File: config.mk
export PLATFORM = sky130hd
export DESIGN_NAME = rtc_time_reader
export DESIGN_NICKNAME = d
export VERILOG_FILES = /design/src/rtl/rtc_rd_pkg.sv /design/src/rtl/rtc_rd_port.sv /design/src/rtl/rtc_rd_count.sv /design/src/rtl/rtc_rd_decode.sv /design/src/rtl/rtc_time_reader.sv
export SDC_FILE = /design/constraint.sdc
export NUM_CORES = 1
export LEC_CHECK = 0
export BUFFER_PORTS_ARGS = -buffer_cell sky130_fd_sc_hd__buf_2
export CORE_AREA = 2 2 145 147
export CTS_BUF_LIST = sky130_fd_sc_hd__clkbuf_8
export CTS_CLUSTER_DIAMETER = 200
export DETAILED_ROUTE_END_ITERATION = 16
export DIE_AREA = 0 0 147 149
export GPL_ROUTABILITY_DRIVEN = 0
export RECOVER_POWER = 50
export SLEW_MARGIN = 20
export SYNTH_ARGS = -nofsm -noshare
export SYNTH_HDL_FRONTEND = slang
export SYNTH_SLANG_ARGS = --single-unit
File: constraint.sdc
create_clock -name clk -period 4.65 [get_ports clk]
set_input_delay 0.465 -clock clk [delete_from_list [all_inputs] [get_ports clk]]
set_output_delay 0.465 -clock clk [all_outputs]
set_load 0.03 [all_outputs]
File: src/rtl/rtc_rd_pkg.sv
package rtc_rd_pkg;
  localparam int ADDR_W    = 7;
  localparam int DATA_W    = 8;
  localparam int YEAR_W    = 12;
  localparam int N_FETCH   = 8;
  localparam int IDX_W     = $clog2(N_FETCH);
  localparam int FLAG_ADDR = 10;
  localparam int FLAG_BIT  = 7;
  localparam int BIN_BIT   = 2;
  localparam int H24_BIT   = 1;

  typedef logic [ADDR_W-1:0] addr_t;
  typedef logic [DATA_W-1:0] byte_t;

  typedef enum logic [2:0] {
    ST_IDLE, ST_RISE, ST_FALL, ST_GATE, ST_FETCH, ST_CHECK
  } rd_state_t;

  // Fetch order: seconds, minutes, hours, weekday, mday, month, year, mode
  function automatic addr_t fetch_addr(input logic [IDX_W-1:0] i);
    case (i)
      3'd0:    return addr_t'(0);
      3'd1:    return addr_t'(2);
      3'd2:    return addr_t'(4);
      3'd3:    return addr_t'(6);
      3'd4:    return addr_t'(7);
      3'd5:    return addr_t'(8);
      3'd6:    return addr_t'(9);
      default: return addr_t'(11);
    endcase
  endfunction

  function automatic byte_t bcd_to_bin(input byte_t b);
    return byte_t'(b[3:0]) + byte_t'(b[7:4]) * byte_t'(10);
  endfunction
endpackage

File: src/rtl/rtc_rd_port.sv
module rtc_rd_port
  import rtc_rd_pkg::*;
(
  input  logic  clk,
  input  logic  rst_n,
  input  logic  go,
  input  addr_t go_addr,
  output logic  rd_valid,
  input  logic  rd_ready,
  output addr_t rd_addr,
  input  logic  rsp_valid,
  output logic  hit
);
  logic waiting;

  assign hit = waiting && rsp_valid;

  always_ff @(posedge clk or negedge rst_n) begin
    if (!rst_n) begin
      rd_valid <= 1'b0;
      rd_addr  <= '0;
      waiting  <= 1'b0;
    end else begin
      if (rd_valid && rd_ready) begin
        rd_valid <= 1'b0;
        waiting  <= 1'b1;
      end
      if (hit) waiting <= 1'b0;
      if (go) begin
        rd_valid <= 1'b1;
        rd_addr  <= go_addr;
      end
    end
  end
endmodule

File: src/rtl/rtc_rd_count.sv
module rtc_rd_count #(
  parameter int W = 4
) (
  input  logic         clk,
  input  logic         rst_n,
  input  logic         clr,
  input  logic         inc,
  output logic [W-1:0] cnt
);
  always_ff @(posedge clk or negedge rst_n) begin
    if (!rst_n)   cnt <= '0;
    else if (clr) cnt <= '0;
    else if (inc) cnt <= cnt + W'(1);
  end
endmodule

File: src/rtl/rtc_rd_decode.sv
module rtc_rd_decode
  import rtc_rd_pkg::*;
(
  input  byte_t             raw_sec,
  input  byte_t             raw_min,
  input  byte_t             raw_hour,
  input  byte_t             raw_wday,
  input  byte_t             raw_mday,
  input  byte_t             raw_mon,
  input  byte_t             raw_year,
  input  logic              bin_mode,
  input  logic              h24_mode,
  output byte_t             f_sec,
  output byte_t             f_min,
  output byte_t             f_hour,
  output byte_t             f_wday,
  output byte_t             f_mday,
  output byte_t             f_mon,
  output logic [YEAR_W-1:0] f_year
);
  byte_t hv, yv;

  function automatic byte_t cv(input byte_t b, input logic bin);
    return bin ? b : bcd_to_bin(b);
  endfunction

  always_comb begin
    f_sec  = cv(raw_sec, bin_mode);
    f_min  = cv(raw_min, bin_mode);
    f_mday = cv(raw_mday, bin_mode);
    f_wday = cv(raw_wday, bin_mode) - byte_t'(1);
    f_mon  = cv(raw_mon, bin_mode) - byte_t'(1);

    hv = cv({1'b0, raw_hour[6:0]}, bin_mode);
    if (!h24_mode && raw_hour[7]) begin
      hv = hv + byte_t'(12);
      if (hv == byte_t'(24)) hv = '0;
    end
    f_hour = hv;

    yv = cv(raw_year, bin_mode);
    if (yv < byte_t'(69)) f_year = YEAR_W'(2000) + YEAR_W'(yv);
    else                  f_year = YEAR_W'(1900) + YEAR_W'(yv);
  end
endmodule

File: src/rtl/rtc_time_reader.sv
module rtc_time_reader
  import rtc_rd_pkg::*;
#(
  parameter int RISE_POLLS = 1024,
  parameter int FALL_POLLS = 64,
  parameter int MAX_RETRY  = 3
) (
  input  logic              clk,
  input  logic              rst_n,
  input  logic              start,
  input  logic              sync_en,
  output logic              busy,
  output logic              done,
  output logic              err,
  output logic              rd_valid,
  input  logic              rd_ready,
  output logic [ADDR_W-1:0] rd_addr,
  input  logic              rsp_valid,
  input  logic [DATA_W-1:0] rsp_data,
  output logic [DATA_W-1:0] t_sec,
  output logic [DATA_W-1:0] t_min,
  output logic [DATA_W-1:0] t_hour,
  output logic [DATA_W-1:0] t_wday,
  output logic [DATA_W-1:0] t_mday,
  output logic [DATA_W-1:0] t_mon,
  output logic [YEAR_W-1:0] t_year
);
  localparam int PMAX = (RISE_POLLS > FALL_POLLS) ? RISE_POLLS : FALL_POLLS;
  localparam int PW   = $clog2(PMAX + 1);
  localparam int RW   = $clog2(MAX_RETRY + 2);

  rd_state_t          st, st_n;
  logic [IDX_W-1:0]   idx;
  byte_t              raw [N_FETCH];
  logic               go, hit;
  addr_t              go_addr;
  logic               poll_clr, poll_inc, rt_clr, rt_inc;
  logic               fin_ok, fin_bad;
  logic [PW-1:0]      poll_cnt;
  logic [RW-1:0]      rt_cnt;
  byte_t              d_sec, d_min, d_hour, d_wday, d_mday, d_mon;
  logic [YEAR_W-1:0]  d_year;

  assign busy = (st != ST_IDLE);

  rtc_rd_port u_port (
    .clk(clk), .rst_n(rst_n), .go(go), .go_addr(go_addr),
    .rd_valid(rd_valid), .rd_ready(rd_ready), .rd_addr(rd_addr),
    .rsp_valid(rsp_valid), .hit(hit)
  );

  rtc_rd_count #(.W(PW)) u_poll (
    .clk(clk), .rst_n(rst_n), .clr(poll_clr), .inc(poll_inc), .cnt(poll_cnt)
  );

  rtc_rd_count #(.W(RW)) u_retry (
    .clk(clk), .rst_n(rst_n), .clr(rt_clr), .inc(rt_inc), .cnt(rt_cnt)
  );

  rtc_rd_decode u_dec (
    .raw_sec(raw[0]), .raw_min(raw[1]), .raw_hour(raw[2]), .raw_wday(raw[3]),
    .raw_mday(raw[4]), .raw_mon(raw[5]), .raw_year(raw[6]),
    .bin_mode(raw[7][BIN_BIT]), .h24_mode(raw[7][H24_BIT]),
    .f_sec(d_sec), .f_min(d_min), .f_hour(d_hour), .f_wday(d_wday),
    .f_mday(d_mday), .f_mon(d_mon), .f_year(d_year)
  );

  always_comb begin
    st_n     = st;
    go       = 1'b0;
    go_addr  = addr_t'(FLAG_ADDR);
    poll_clr = 1'b0;
    poll_inc = 1'b0;
    rt_clr   = 1'b0;
    rt_inc   = 1'b0;
    fin_ok   = 1'b0;
    fin_bad  = 1'b0;
    case (st)
      ST_IDLE: if (start) begin
        poll_clr = 1'b1;
        rt_clr   = 1'b1;
        go       = 1'b1;
        st_n     = sync_en ? ST_RISE : ST_GATE;
      end
      ST_RISE: if (hit) begin
        if (rsp_data[FLAG_BIT]) begin
          st_n = ST_FALL; poll_clr = 1'b1; go = 1'b1;
        end else if (poll_cnt == PW'(RISE_POLLS - 1)) begin
          fin_bad = 1'b1;
        end else begin
          poll_inc = 1'b1; go = 1'b1;
        end
      end
      ST_FALL, ST_GATE: if (hit) begin
        if (!rsp_data[FLAG_BIT]) begin
          st_n = ST_FETCH; go = 1'b1; go_addr = fetch_addr('0);
        end else if (poll_cnt == PW'(FALL_POLLS - 1)) begin
          fin_bad = 1'b1;
        end else begin
          poll_inc = 1'b1; go = 1'b1;
        end
      end
      ST_FETCH: if (hit) begin
        go = 1'b1;
        if (idx == IDX_W'(N_FETCH - 1)) begin
          st_n = ST_CHECK; go_addr = fetch_addr('0);
        end else begin
          go_addr = fetch_addr(idx + IDX_W'(1));
        end
      end
      ST_CHECK: if (hit) begin
        if (rsp_data == raw[0]) begin
          fin_ok = 1'b1;
        end else if (rt_cnt == RW'(MAX_RETRY)) begin
          fin_bad = 1'b1;
        end else begin
          rt_inc = 1'b1; poll_clr = 1'b1; go = 1'b1; st_n = ST_GATE;
        end
      end
      default: st_n = ST_IDLE;
    endcase
    if (fin_ok || fin_bad) st_n = ST_IDLE;
  end

  always_ff @(posedge clk or negedge rst_n) begin
    if (!rst_n) begin
      st     <= ST_IDLE;
      idx    <= '0;
      done   <= 1'b0;
      err    <= 1'b0;
      t_sec  <= '0; t_min  <= '0; t_hour <= '0; t_wday <= '0;
      t_mday <= '0; t_mon  <= '0; t_year <= '0;
      for (int i = 0; i < N_FETCH; i++) raw[i] <= '0;
    end else begin
      st   <= st_n;
      done <= fin_ok || fin_bad;
      if (st == ST_IDLE && start) err <= 1'b0;
      if (fin_bad) err <= 1'b1;
      if (st != ST_FETCH) idx <= '0;
      else if (hit) begin
        raw[idx] <= rsp_data;
        idx      <= idx + IDX_W'(1);
      end
      if (fin_ok) begin
        t_sec  <= d_sec;  t_min <= d_min;  t_hour <= d_hour;
        t_wday <= d_wday; t_mday <= d_mday; t_mon <= d_mon;
        t_year <= d_year;
      end
    end
  end
endmodule

==> reports/results.tsv, run 1 <==
metric	value	unit
status	complete, but fails checks	
violations	max-capacitance violations, max-slew violations	
slew_viol_final	127	
cap_viol_max_count	2	
core.rowCount	53	
cts.repair.resized	0	
r2r-end	t_year[4]$_DFFE_PN0P_	
p_sw	1.06	mW
cp.required	4990	ps
clock-skew-final	11.3	ps
cp-end-kind	register	
via_count	6616	
final_nets	1072	
final_util	0.488	
fmax	0.269	GHz
ios	85	
pwr-share-comb	0.238	
drtIter0Drc	260	
synth_area_leaders	dfrtp_1 40%, ha_1 9.4%, mux2_2 7.6%	
synth_largest_area_cell	dfrtp_1	
antenna_left	0	
fin_crit	3720	ps
dieHeight	149	µm
powerDensity	323	nW/µm²
cpMostUsedCell	ha_1	
fp.coreArea	20600	µm²
drive_gt1_frac	0.161	
hpwl	13500	µm
switching_share	0.328	
routed_wl	19000	µm
finalCritPeriodShare	0.800	
dp_cells	1233	
wire_per_inst	15.0	µm
holdPathStages	2	
crit_arrival	4060	ps
cts_max_path_buffers	2	
grt_max_degree	92	
power.leakage	4.95	nW
reg2reg_slack	930	ps
drc_errors	0	
initial_utilization	0.440	
hp-start	rsp_valid	
antenna_found_initial	0	
synth-seq-cells	146	
setup-tns-final	0	ps
critical_path.cell_chain	ha_1, ha_1, fa_1, nor2_1, and3_2, a221o_1, inv_1, ha_1, inv_1, o221ai_1, a21boi_4, nor2_1, xnor2_1, mux2_2	
final_cell_mix	145 x dfrtp_1, 95 x nand2_1, 79 x o21ai_0	
die_w	147	µm
synth.avg_cell_area	9.92	µm²
diodes	0	
path_clk_slew	80	ps
setup_violations	0	
area_growth	10.8	%
rsz0062_at_grt	false	
grt_pass1_wl	32200	µm
r2r-start	raw[15]$_DFFE_PN0P_	
dp_slack	947	ps
cp.depth	14	
fill_cells	1999	
cts_setup_buffers	0	
cts_hold_buf	0	
startpoint_type	register	
root_buffer	clkbuf_8	
overflow	0	
setup_slack	931	ps
whs	207	ps
h-tree-depth	4	
seqPwrFrac	0.455	
clock_latency	460	ps
dieArea	21900	µm²
synth_warnings	0	
rr_worst_depth	14	
cts_made_buffers	17	
yosysSeqAreaShare	0.404	
final_common_cell	dfrtp_1	
slew_headroom	-0.503	
cts_tree	built	
synthFlopType	dfrtp_1	
grt_usage	0.183	
synth.cell_area	9050	µm²
dr.pass1.iters	4	
synth_edf_count	0	
hold-path-endpoint	u_port.waiting$_DFFE_PN0P_	
cp_top_family	adder cells	
ir_worst_vdd	0.000241	V
p_clk_frac	0.307	
hold_viol_final	0	
tightest_slew	2260	ps
slowest_stage	fa_1	
path_class	reg2reg	
io_buffers	81	
synthCells	912	
crit_fanout	8	
async_flop_share	1.00	
synth_top_area_frac	0.404	
critPathMaxStageDelay	610	ps
final_cells	1265	
grt_pass1_vias	6383	
path_buf_inv	2	
p_int	2.18	mW
synthDistinctLibCells	71	
hold_class	in2reg	
cts_sinks	146	
viasPerCell	5.23	
-- worst reg2reg max path, cell delays in order, from the launching register on --
cell and delay (ps):
dfrtp_1 470, ha_1 310, ha_1 240, fa_1 610, nor2_1 50, and3_2 210
a221o_1 330, inv_1 150, ha_1 190, inv_1 40, o221ai_1 350, a21boi_4 160
nor2_1 150, xnor2_1 80, mux2_2 270
-- cells in the mapped netlist, types with 2 or more instances --
| cell | instances |
|---|---|
| xor2_1 | 28 |
| nor2_1 | 67 |
| o31ai_1 | 3 |
| xnor2_1 | 35 |
| nor4b_1 | 2 |
| buf_4 | 3 |
| inv_1 | 39 |
| o22ai_1 | 3 |
| nand2_1 | 95 |
| a22o_1 | 3 |
| a211o_1 | 4 |
| mux2i_1 | 23 |
| and2_1 | 4 |
| fa_1 | 13 |
| or3_1 | 2 |
| or4_1 | 3 |
| o211a_1 | 2 |
| nor3b_1 | 7 |
| nand3_1 | 17 |
| nor4_1 | 2 |
| a21oi_1 | 47 |
| a2111oi_0 | 2 |
| dfrtp_1 | 146 |
| a21o_1 | 14 |
| buf_2 | 8 |
| mux2_2 | 61 |
| o211ai_1 | 3 |
| buf_1 | 4 |
| clkbuf_1 | 27 |
| nand3b_1 | 3 |
| and3b_1 | 3 |
| a22oi_1 | 8 |
| o221ai_1 | 2 |
| nor2b_1 | 13 |
| nor3_1 | 20 |
| o21ai_0 | 79 |
| a211oi_1 | 8 |
| nand4_1 | 9 |
| ha_1 | 68 |
-- metal layers --
layer	global-route usage	up-vias	part of all wire
met2	0.297	106	0.45
li1	-	3326	-
met3	0.0333	23	0.036
met4	0.0567	0	0.015
met5	0	-	0
met1	0.251	3161	0.50
-- kinds of logic (layout without fill, tap and decap cells) --
kind of cell / after synthesis / after routing / share of synthesized area
flops: 146 / 146 / 0.404
compound gates: 194 / 194 / 0.135
buf+inv: 83 / 159 / 0.0372
simple gates: 260 / 260 / 0.138
other cells: 1 / 3 / 0.000415
fa+ha+maj: 81 / 81 / 0.123
xor+xnor: 63 / 63 / 0.0610
mux: 84 / 84 / 0.101
-- worst max-delay path by stage --
stage / from / end / slack (ps)
floorplan: raw[15]$_DFFE_PN0P_ / t_year[4]$_DFFE_PN0P_ / 1230
global placement: raw[13]$_DFFE_PN0P_ / t_year[4]$_DFFE_PN0P_ / 1030
detailed placement: raw[13]$_DFFE_PN0P_ / t_year[4]$_DFFE_PN0P_ / 950
CTS: raw[15]$_DFFE_PN0P_ / t_year[4]$_DFFE_PN0P_ / 930
global route: rst_n / raw[40]$_DFFE_PN0P_ / 560
finish: raw[15]$_DFFE_PN0P_ / t_year[4]$_DFFE_PN0P_ / 930
-- layout make-up --
class,count,area [µm²],share of cell area
clock buffers,20,275,0.0275
clock inverters,12,115,0.0115
inverters,40,150,0.0150
multi-input cells,685,5080,0.507
flip-flops and latches,146,3650,0.365
well taps,275,344,0.0343
repair buffers,87,402,0.0401
-- power by group through the flow --
stage / clock network, mW / logic [mW] / registers, mW
floorplan: 0 / 0.581 / 1.48
global placement: 0 / 0.780 / 1.50
detailed placement: 0 / 0.786 / 1.50
CTS: 1.02 / 0.793 / 1.47
global route: 1.08 / 0.882 / 1.50
finish: 0.995 / 0.771 / 1.48
-- through the flow --
stage / total power [mW] / area [µm²]
6_report: 3.24 / 10000
5_1_grt: 3.46 / 10000
4_1_cts: 3.29 / 10100
3_5_place_dp: 2.28 / 9690
3_3_place_gp: 2.28 / 9690
2_1_floorplan: 2.07 / 9050
-- state kept, by name, indices dropped and copies added (netlist names), 4 cells and up --
| register | count |
|---|---|
| raw | 58 |
| t_hour | 8 |
| t_mday | 8 |
| t_min | 8 |
| t_mon | 8 |
| t_sec | 8 |
| t_wday | 8 |
| t_year | 12 |
| u_poll.cnt | 11 |
| u_port.rd_addr | 4 |
No activity file was read; power rests on OpenSTA's default activity.
==> run 2: changes to the inputs <==
==> constraint.sdc (replaced) <==
create_clock -name clk -period 3.7 [get_ports clk]
set_input_delay 0.37 -clock clk [delete_from_list [all_inputs] [get_ports clk]]
set_output_delay 0.37 -clock clk [all_outputs]
set_load 0.03 [all_outputs]
==> run 2 against run 1 <==
Effect of this change: the run still ends with max-capacitance violations, max-slew violations left; die area is the same; combinational power up 28%; non-clock buffer count increased by 9; first-iteration DRC count fell by 26%; power grew 37%; largest cell class unchanged; utilization grew 0.82 points; via count up 0.14%; setup slack got worse by 690 ps; largest power group unchanged; maximum frequency grew 7.5%; clock skew down 1.7 ps.
==> reports/results.tsv, run 2 (synthesis results as in run 1) <==
metric	value	unit	change
path_class	reg2reg		
cp.required	4050	ps	-940 ps
final_common_cell	dfrtp_1		
setup_violations	0		unchanged
ir_worst_vdd	0.000432	V	+79%
drc_errors	0		unchanged
power	4.43	mW	+37%
dpl_cell_area	9740	µm²	+0.54%
whs	102	ps	-105 ps
grt_pass1_wl	31800	µm	-1.2%
clock-skew-final	9.61	ps	-1.65 ps
core.rowCount	53		unchanged
top_register	raw		
cap_viol_max_count	1		-1
hpwl	13600	µm	+0.82%
violations	max-capacitance violations, max-slew violations		
initial_utilization	0.440		unchanged
final_cell_mix	145 x dfrtp_1, 95 x nand2_1, 79 x o21ai_0		
path_clk_slew	80	ps	about the same
clock_latency	460	ps	about the same
antenna_left	0		unchanged
cts_sinks	146		unchanged
tightest_slew	2100	ps	-158 ps
overflow	0		unchanged
setup-tns-final	0	ps	unchanged
grt_pass1_vias	6274		-1.7%
antenna_found_initial	0		unchanged
cp-end-kind	register		
crit_arrival	3810	ps	-250 ps
die_w	147	µm	unchanged
rsz0062_at_grt	false		
h-tree-depth	4		unchanged
via_count	6625		+0.14%
drive_gt1_frac	0.139		-0.0215
top_regs	raw: 58 flops, t_year: 12 flops, u_poll.cnt: 11 flops		
cts_tree	built		
dp_slack	77.4	ps	-870 ps
ios	85		unchanged
slew_viol_final	83		-35%
power.leakage	4.89	nW	-1.1%
finalCritPeriodShare	0.935		+0.136
status	complete, but fails checks		
fill_cells	1936		-3.2%
drtIter0Drc	193		-26%
cts_max_path_buffers	2		unchanged
slowest_stage	fa_2		
fmax	0.289	GHz	+7.5%
design_area	10200	µm²	+1.7%
final_cells	1274		+0.71%
crit_fanout	6		-2
io_buffers	81		unchanged
diodes	0		unchanged
root_buffer	clkbuf_8		
slew_headroom	-0.398		+0.105
fp.coreArea	20600	µm²	unchanged
hold_viol_final	0		unchanged
critPathMaxStageDelay	590	ps	-20 ps
dp_cells	1240		+0.57%
fin_crit	3460	ps	-258 ps
cts_made_buffers	17		unchanged
largest_reg_flops	58		unchanged
grt_usage	0.183		about the same
dieHeight	149	µm	unchanged
powerDensity	435	nW/µm²	+34%
routed_wl	19200	µm	+1.0%
area_growth	12.7	%	
setup_slack	239	ps	-692 ps
hold_class	in2reg		
multi_input_area	5100	µm²	+0.39%
dieArea	21900	µm²	unchanged
viasPerCell	5.20		-0.57%
grt_max_degree	83		-9.8%
final_nets	1081		+0.84%
cpMostUsedCell	ha_1		
startpoint_type	register		
wire_per_inst	15.1	µm	+0.32%
dr.pass1.iters	5		+1
critical_path.cell_chain	ha_1, ha_1, fa_2, nor2_1, and3_2, a221o_1, inv_1, ha_1, inv_1, o221ai_4, a21boi_4, nor2_1, xnor2_1, mux2_2		
seqCellArea	3650	µm²	unchanged
final_util	0.496		+0.00822
[run 2: repair_timing]
action | in CTS | in global routing
endpoints found under the hold margin | 38 | 0
hold buffers | 1 | 0
buffers inserted | 0 | 1
endpoints found under the setup margin | 0 | 4
resized for setup | 0 | 3
[run 2: path summary, 6_finish.rpt]
kind	from	cells past startpoint	end	slack [ps]
max	raw[13]$_DFFE_PN0P_	14	t_year[4]$_DFFE_PN0P_	240
min	rd_ready	2	u_port.rd_valid$_DFFE_PN0P_	100
max reg2reg	raw[13]$_DFFE_PN0P_	14	t_year[4]$_DFFE_PN0P_	240
min reg2reg	t_wday[4]$_DFFE_PN0P_	2	t_wday[4]$_DFFE_PN0P_	480
max in group asynchronous	rst_n	3	t_year[1]$_DFFE_PN0P_	840
min in group asynchronous	rst_n	2	raw[39]$_DFFE_PN0P_	1050
[run 2: layer usage]
layer  vias to the layer above  GRT usage  routed length (µm)
met5                         -          0                   0
met4                         0     0.0452                 237
met3                        21     0.0398                 693
met2                        96      0.297                8850
met1                      3156      0.250                9450
li1                       3352          -                   -
[run 2: area by class of cell]
class,count,area share
multi-input combinational,685,0.501
clock buffer,18,0.0243
tap,275,0.0338
timing repair buffer,96,0.0425
clock inverter,14,0.0255
sequential,146,0.359
inverter,40,0.0147
[run 2: where the power goes]
| group | total, mW | leakage, nW | internal, mW | switching, mW |
|---|---|---|---|---|
| clock network | 1.59 | 0.250 | 0.955 | 0.635 |
| logic | 0.986 | 2.67 | 0.394 | 0.593 |
| registers | 1.86 | 1.97 | 1.70 | 0.154 |
[run 2: critical path: cells and delay by family, from the launching register on]
kind	cells	cell delay [ps]
adder cells (fa/ha/maj)	4	1340
multiplexers	1	270
flip-flops	1	390
AND/OR/NAND/NOR	3	370
XOR/XNOR	1	70
AO/OA/AOI/OAI	3	680
buffers and inverters	2	230
==> run 3: changes to the inputs <==
--- a/config.mk
+++ b/config.mk
@@ -6,14 +6,15 @@
 export NUM_CORES = 1
 export LEC_CHECK = 0
 export BUFFER_PORTS_ARGS = -buffer_cell sky130_fd_sc_hd__buf_2
-export CORE_AREA = 2 2 145 147
+export CORE_AREA = 2 2 152 154
 export CTS_BUF_LIST = sky130_fd_sc_hd__clkbuf_8
 export CTS_CLUSTER_DIAMETER = 200
 export DETAILED_ROUTE_END_ITERATION = 16
-export DIE_AREA = 0 0 147 149
+export DIE_AREA = 0 0 154 156
 export GPL_ROUTABILITY_DRIVEN = 0
 export RECOVER_POWER = 50
 export SLEW_MARGIN = 20
 export SYNTH_ARGS = -nofsm -noshare
 export SYNTH_HDL_FRONTEND = slang
+export SYNTH_HIERARCHICAL = 1
 export SYNTH_SLANG_ARGS = --single-unit
==> run 3 against run 2 <==
Effect of this change: the flow still finishes with violations (max-capacitance violations, max-slew violations); clock skew rose by 6.6 ps; setup slack got worse by 46 ps; global-route usage fell by 0.39 points; synthesized cell count fell by 5.7%; largest power group unchanged; clock power fell by 12%; via count rose by 0.14%; design area rose by 7.0%; sequential cell count rose by 3; die area rose by 9.7%.
==> reports/results.tsv, run 3 <==
metric	value	unit	change
grt_usage	0.179		-0.00386
drive_gt1_frac	0.252		+0.113
fin_crit	3510	ps	+46.0 ps
antenna_left	0		unchanged
die_w	154	µm	+4.8%
setup-tns-final	0	ps	unchanged
crit_fanout	7		+1
ir_worst_vdd	0.000178	V	-59%
drtIter0Drc	289		+50%
antenna_found_initial	0		unchanged
power.leakage	5.18	nW	+6.0%
powerDensity	285	nW/µm²	-35%
synth_area_leaders	dfrtp_1 38%, mux2_4 9.8%, ha_1 8.4%		
path_clk_slew	90	ps	about the same
grt_pass1_vias	6577		+4.8%
crit_path_start	raw[15]$_DFFE_PN0P_		
crit_arrival	3850	ps	+40 ps
dr.pass1.iters	4		-1
fill_cells	2088		+7.9%
setup_slack	193	ps	-46.0 ps
synth-seq-cells	149		+2.1%
synth_most_common_cell	dfrtp_1		
power	3.10	mW	-30%
yosysSeqAreaShare	0.375		-0.0288
design_area	10900	µm²	+7.0%
synthCells	860		-5.7%
dieHeight	156	µm	+4.7%
synth.avg_cell_area	11.6	µm²	+17%
synth_largest_area_cell	dfrtp_1		
cts_tree	built		
path_class	reg2reg		
cts_max_path_buffers	2		unchanged
synth.cell_area	9940	µm²	+9.9%
whs	82.5	ps	-19.4 ps
hold-path-endpoint	u_port/waiting$_DFFE_PN0P_		
hold_class	in2reg		
cp.required	4040	ps	about the same
r2r-end	t_year[6]$_DFFE_PN0P_		
area_growth	9.69	%	
dpl_cell_area	10500	µm²	+8.2%
grt_max_degree	85		+2.4%
tightest_slew	2150	ps	+54.9 ps
hpwl	14500	µm	+6.7%
synth_warnings	6		+6
root_buffer	clkbuf_8		
drc_errors	0		unchanged
dieArea	24000	µm²	+9.7%
top_register	raw		
initial_utilization	0.444		+0.00443
synthDistinctLibCells	84		+18%
hp-start	rsp_valid		
clock-skew-final	16.2	ps	+6.63 ps
rsz0062_at_grt	false		
critical_path.cell_chain	ha_1, ha_1, fa_2, nor4b_1, or3_1, inv_1, ha_1, inv_1, o211ai_1, a21oi_4, mux2i_1, xor2_1, mux2_4		
fmax	0.285	GHz	-1.3%
cpMostUsedCell	ha_1		
h-tree-depth	4		unchanged
clock_latency	460	ps	about the same
cp-end-kind	register		
fp.coreArea	22400	µm²	+8.8%
hold_viol_final	0		unchanged
finalCritPeriodShare	0.948		+0.0124
diodes	0		unchanged
synth_commonest_cells	149 x dfrtp_1, 70 x mux2_2, 67 x ha_1, 65 x mux2_4, 49 x nand2_1		
synth_edf_count	0		unchanged
cts_sinks	149		+2.1%
largest_reg_flops	58		unchanged
top_regs	raw: 58 flops, t_year: 12 flops, u_poll/cnt: 11 flops		
routed_wl	20500	µm	+6.7%
rr_worst_depth	13		-1
startpoint_type	register		
status	complete, but fails checks		
final_nets	1048		-3.1%
critPathMaxStageDelay	600	ps	about the same
reg2reg_slack	190	ps	-50 ps
violations	max-capacitance violations, max-slew violations		
synth_top_area_frac	0.375		-0.0288
ios	85		unchanged
grt_pass1_wl	34500	µm	+8.5%
viasPerCell	5.30		+1.9%
slew_viol_final	85		+2.4%
dp_slack	111	ps	+33.3 ps
holdPathStages	2		unchanged
synthFlopType	dfrtp_1		
async_flop_share	1.00		unchanged
slowest_stage	fa_2		
r2r-start	raw[15]$_DFFE_PN0P_		
cap_viol_max_count	1		unchanged
slew_headroom	-0.435		-0.0366
io_buffers	84		+3.7%
cts_made_buffers	17		unchanged
via_count	6634		+0.14%
setup_violations	0		unchanged
wire_per_inst	16.4	µm	+8.6%
overflow	0		unchanged
final_cell_mix	147 x dfrtp_1, 71 x clkbuf_1, 70 x mux2_2		
core.rowCount	55		+3.8%
final_common_cell	dfrtp_1		
-- run 3: worst max path at each step --
stage	cells after the start	slack, ps	end
floorplan	15	240	t_year[6]$_DFFE_PN0P_
global placement	14	200	t_year[6]$_DFFE_PN0P_
detailed placement	14	110	t_year[6]$_DFFE_PN0P_
CTS	14	90	t_year[6]$_DFFE_PN0P_
global route	14	3	t_year[6]$_DFFE_PN0P_
finish	13	190	t_year[6]$_DFFE_PN0P_
-- run 3: stage by stage --
| stage | util | std cells |
|---|---|---|
| floorplan | - | 862 |
| detailed placement | 0.471 | 1216 |
| finish | 0.488 | 1252 |
| global route | 0.488 | 1252 |
| CTS | 0.491 | 1249 |
| global placement | 0.471 | 1216 |
-- run 3: layout make-up --
| cell class | instances | area (µm²) | share of cell area |
|---|---|---|---|
| Clock inverter | 14 | 185 | 0.0170 |
| Multi-Input combinational cell | 633 | 5710 | 0.524 |
| Tap cell | 285 | 357 | 0.0327 |
| Timing Repair Buffer | 108 | 504 | 0.0462 |
| Inverter | 45 | 169 | 0.0155 |
| Clock buffer | 18 | 248 | 0.0227 |
| Sequential cell | 149 | 3730 | 0.342 |
-- run 3: logic make-up after synthesis --
family                   count (synthesis)  share of synthesized area
AO/OA/AOI/OAI                          142                      0.104
buffers and inverters                   80                     0.0516
AND/OR/NAND/NOR                        196                      0.110
other                                    1                   0.000377
adder cells (fa/ha/maj)                 80                      0.111
multiplexers                           149                      0.192
XOR/XNOR                                63                     0.0563
flip-flops                             149                      0.375
-- run 3: worst max-delay path, delay by kind of cell (launching register included) --
family | cells | cell delay [ps]
AOI/OAI and AO/OA | 2 | 440
xor gates and xnor gates | 1 | 150
adders and majority gates | 4 | 1360
buffers and inverters | 2 | 180
DFF | 1 | 450
muxes | 2 | 420
and+or+nand+nor | 2 | 390
-- run 3: where the power goes --
group | total [mW] | internal, mW | switching (mW)
Combinational | 0.0718 | 0.0134 | 0.0584
Sequential | 1.63 | 1.63 | 0
Clock | 1.40 | 0.749 | 0.655
-- run 3: repair_timing --
| action | 4_1_cts | 5_1_grt |
|---|---|---|
| hold endpoints to repair | 33 | 0 |
| gates resized for setup | 0 | 2 |
| setup buffers | 0 | 3 |
| hold buffers | 1 | 0 |
| setup endpoints to repair | 0 | 4 |
-- run 3: layer usage --
metal | part of all wire | vias to the layer above | global-route usage
met5 | 0 | - | 0
met4 | 0.016 | 0 | 0.0565
met3 | 0.033 | 26 | 0.0267
met2 | 0.44 | 107 | 0.274
met1 | 0.51 | 3233 | 0.261
li1 | - | 3268 | -
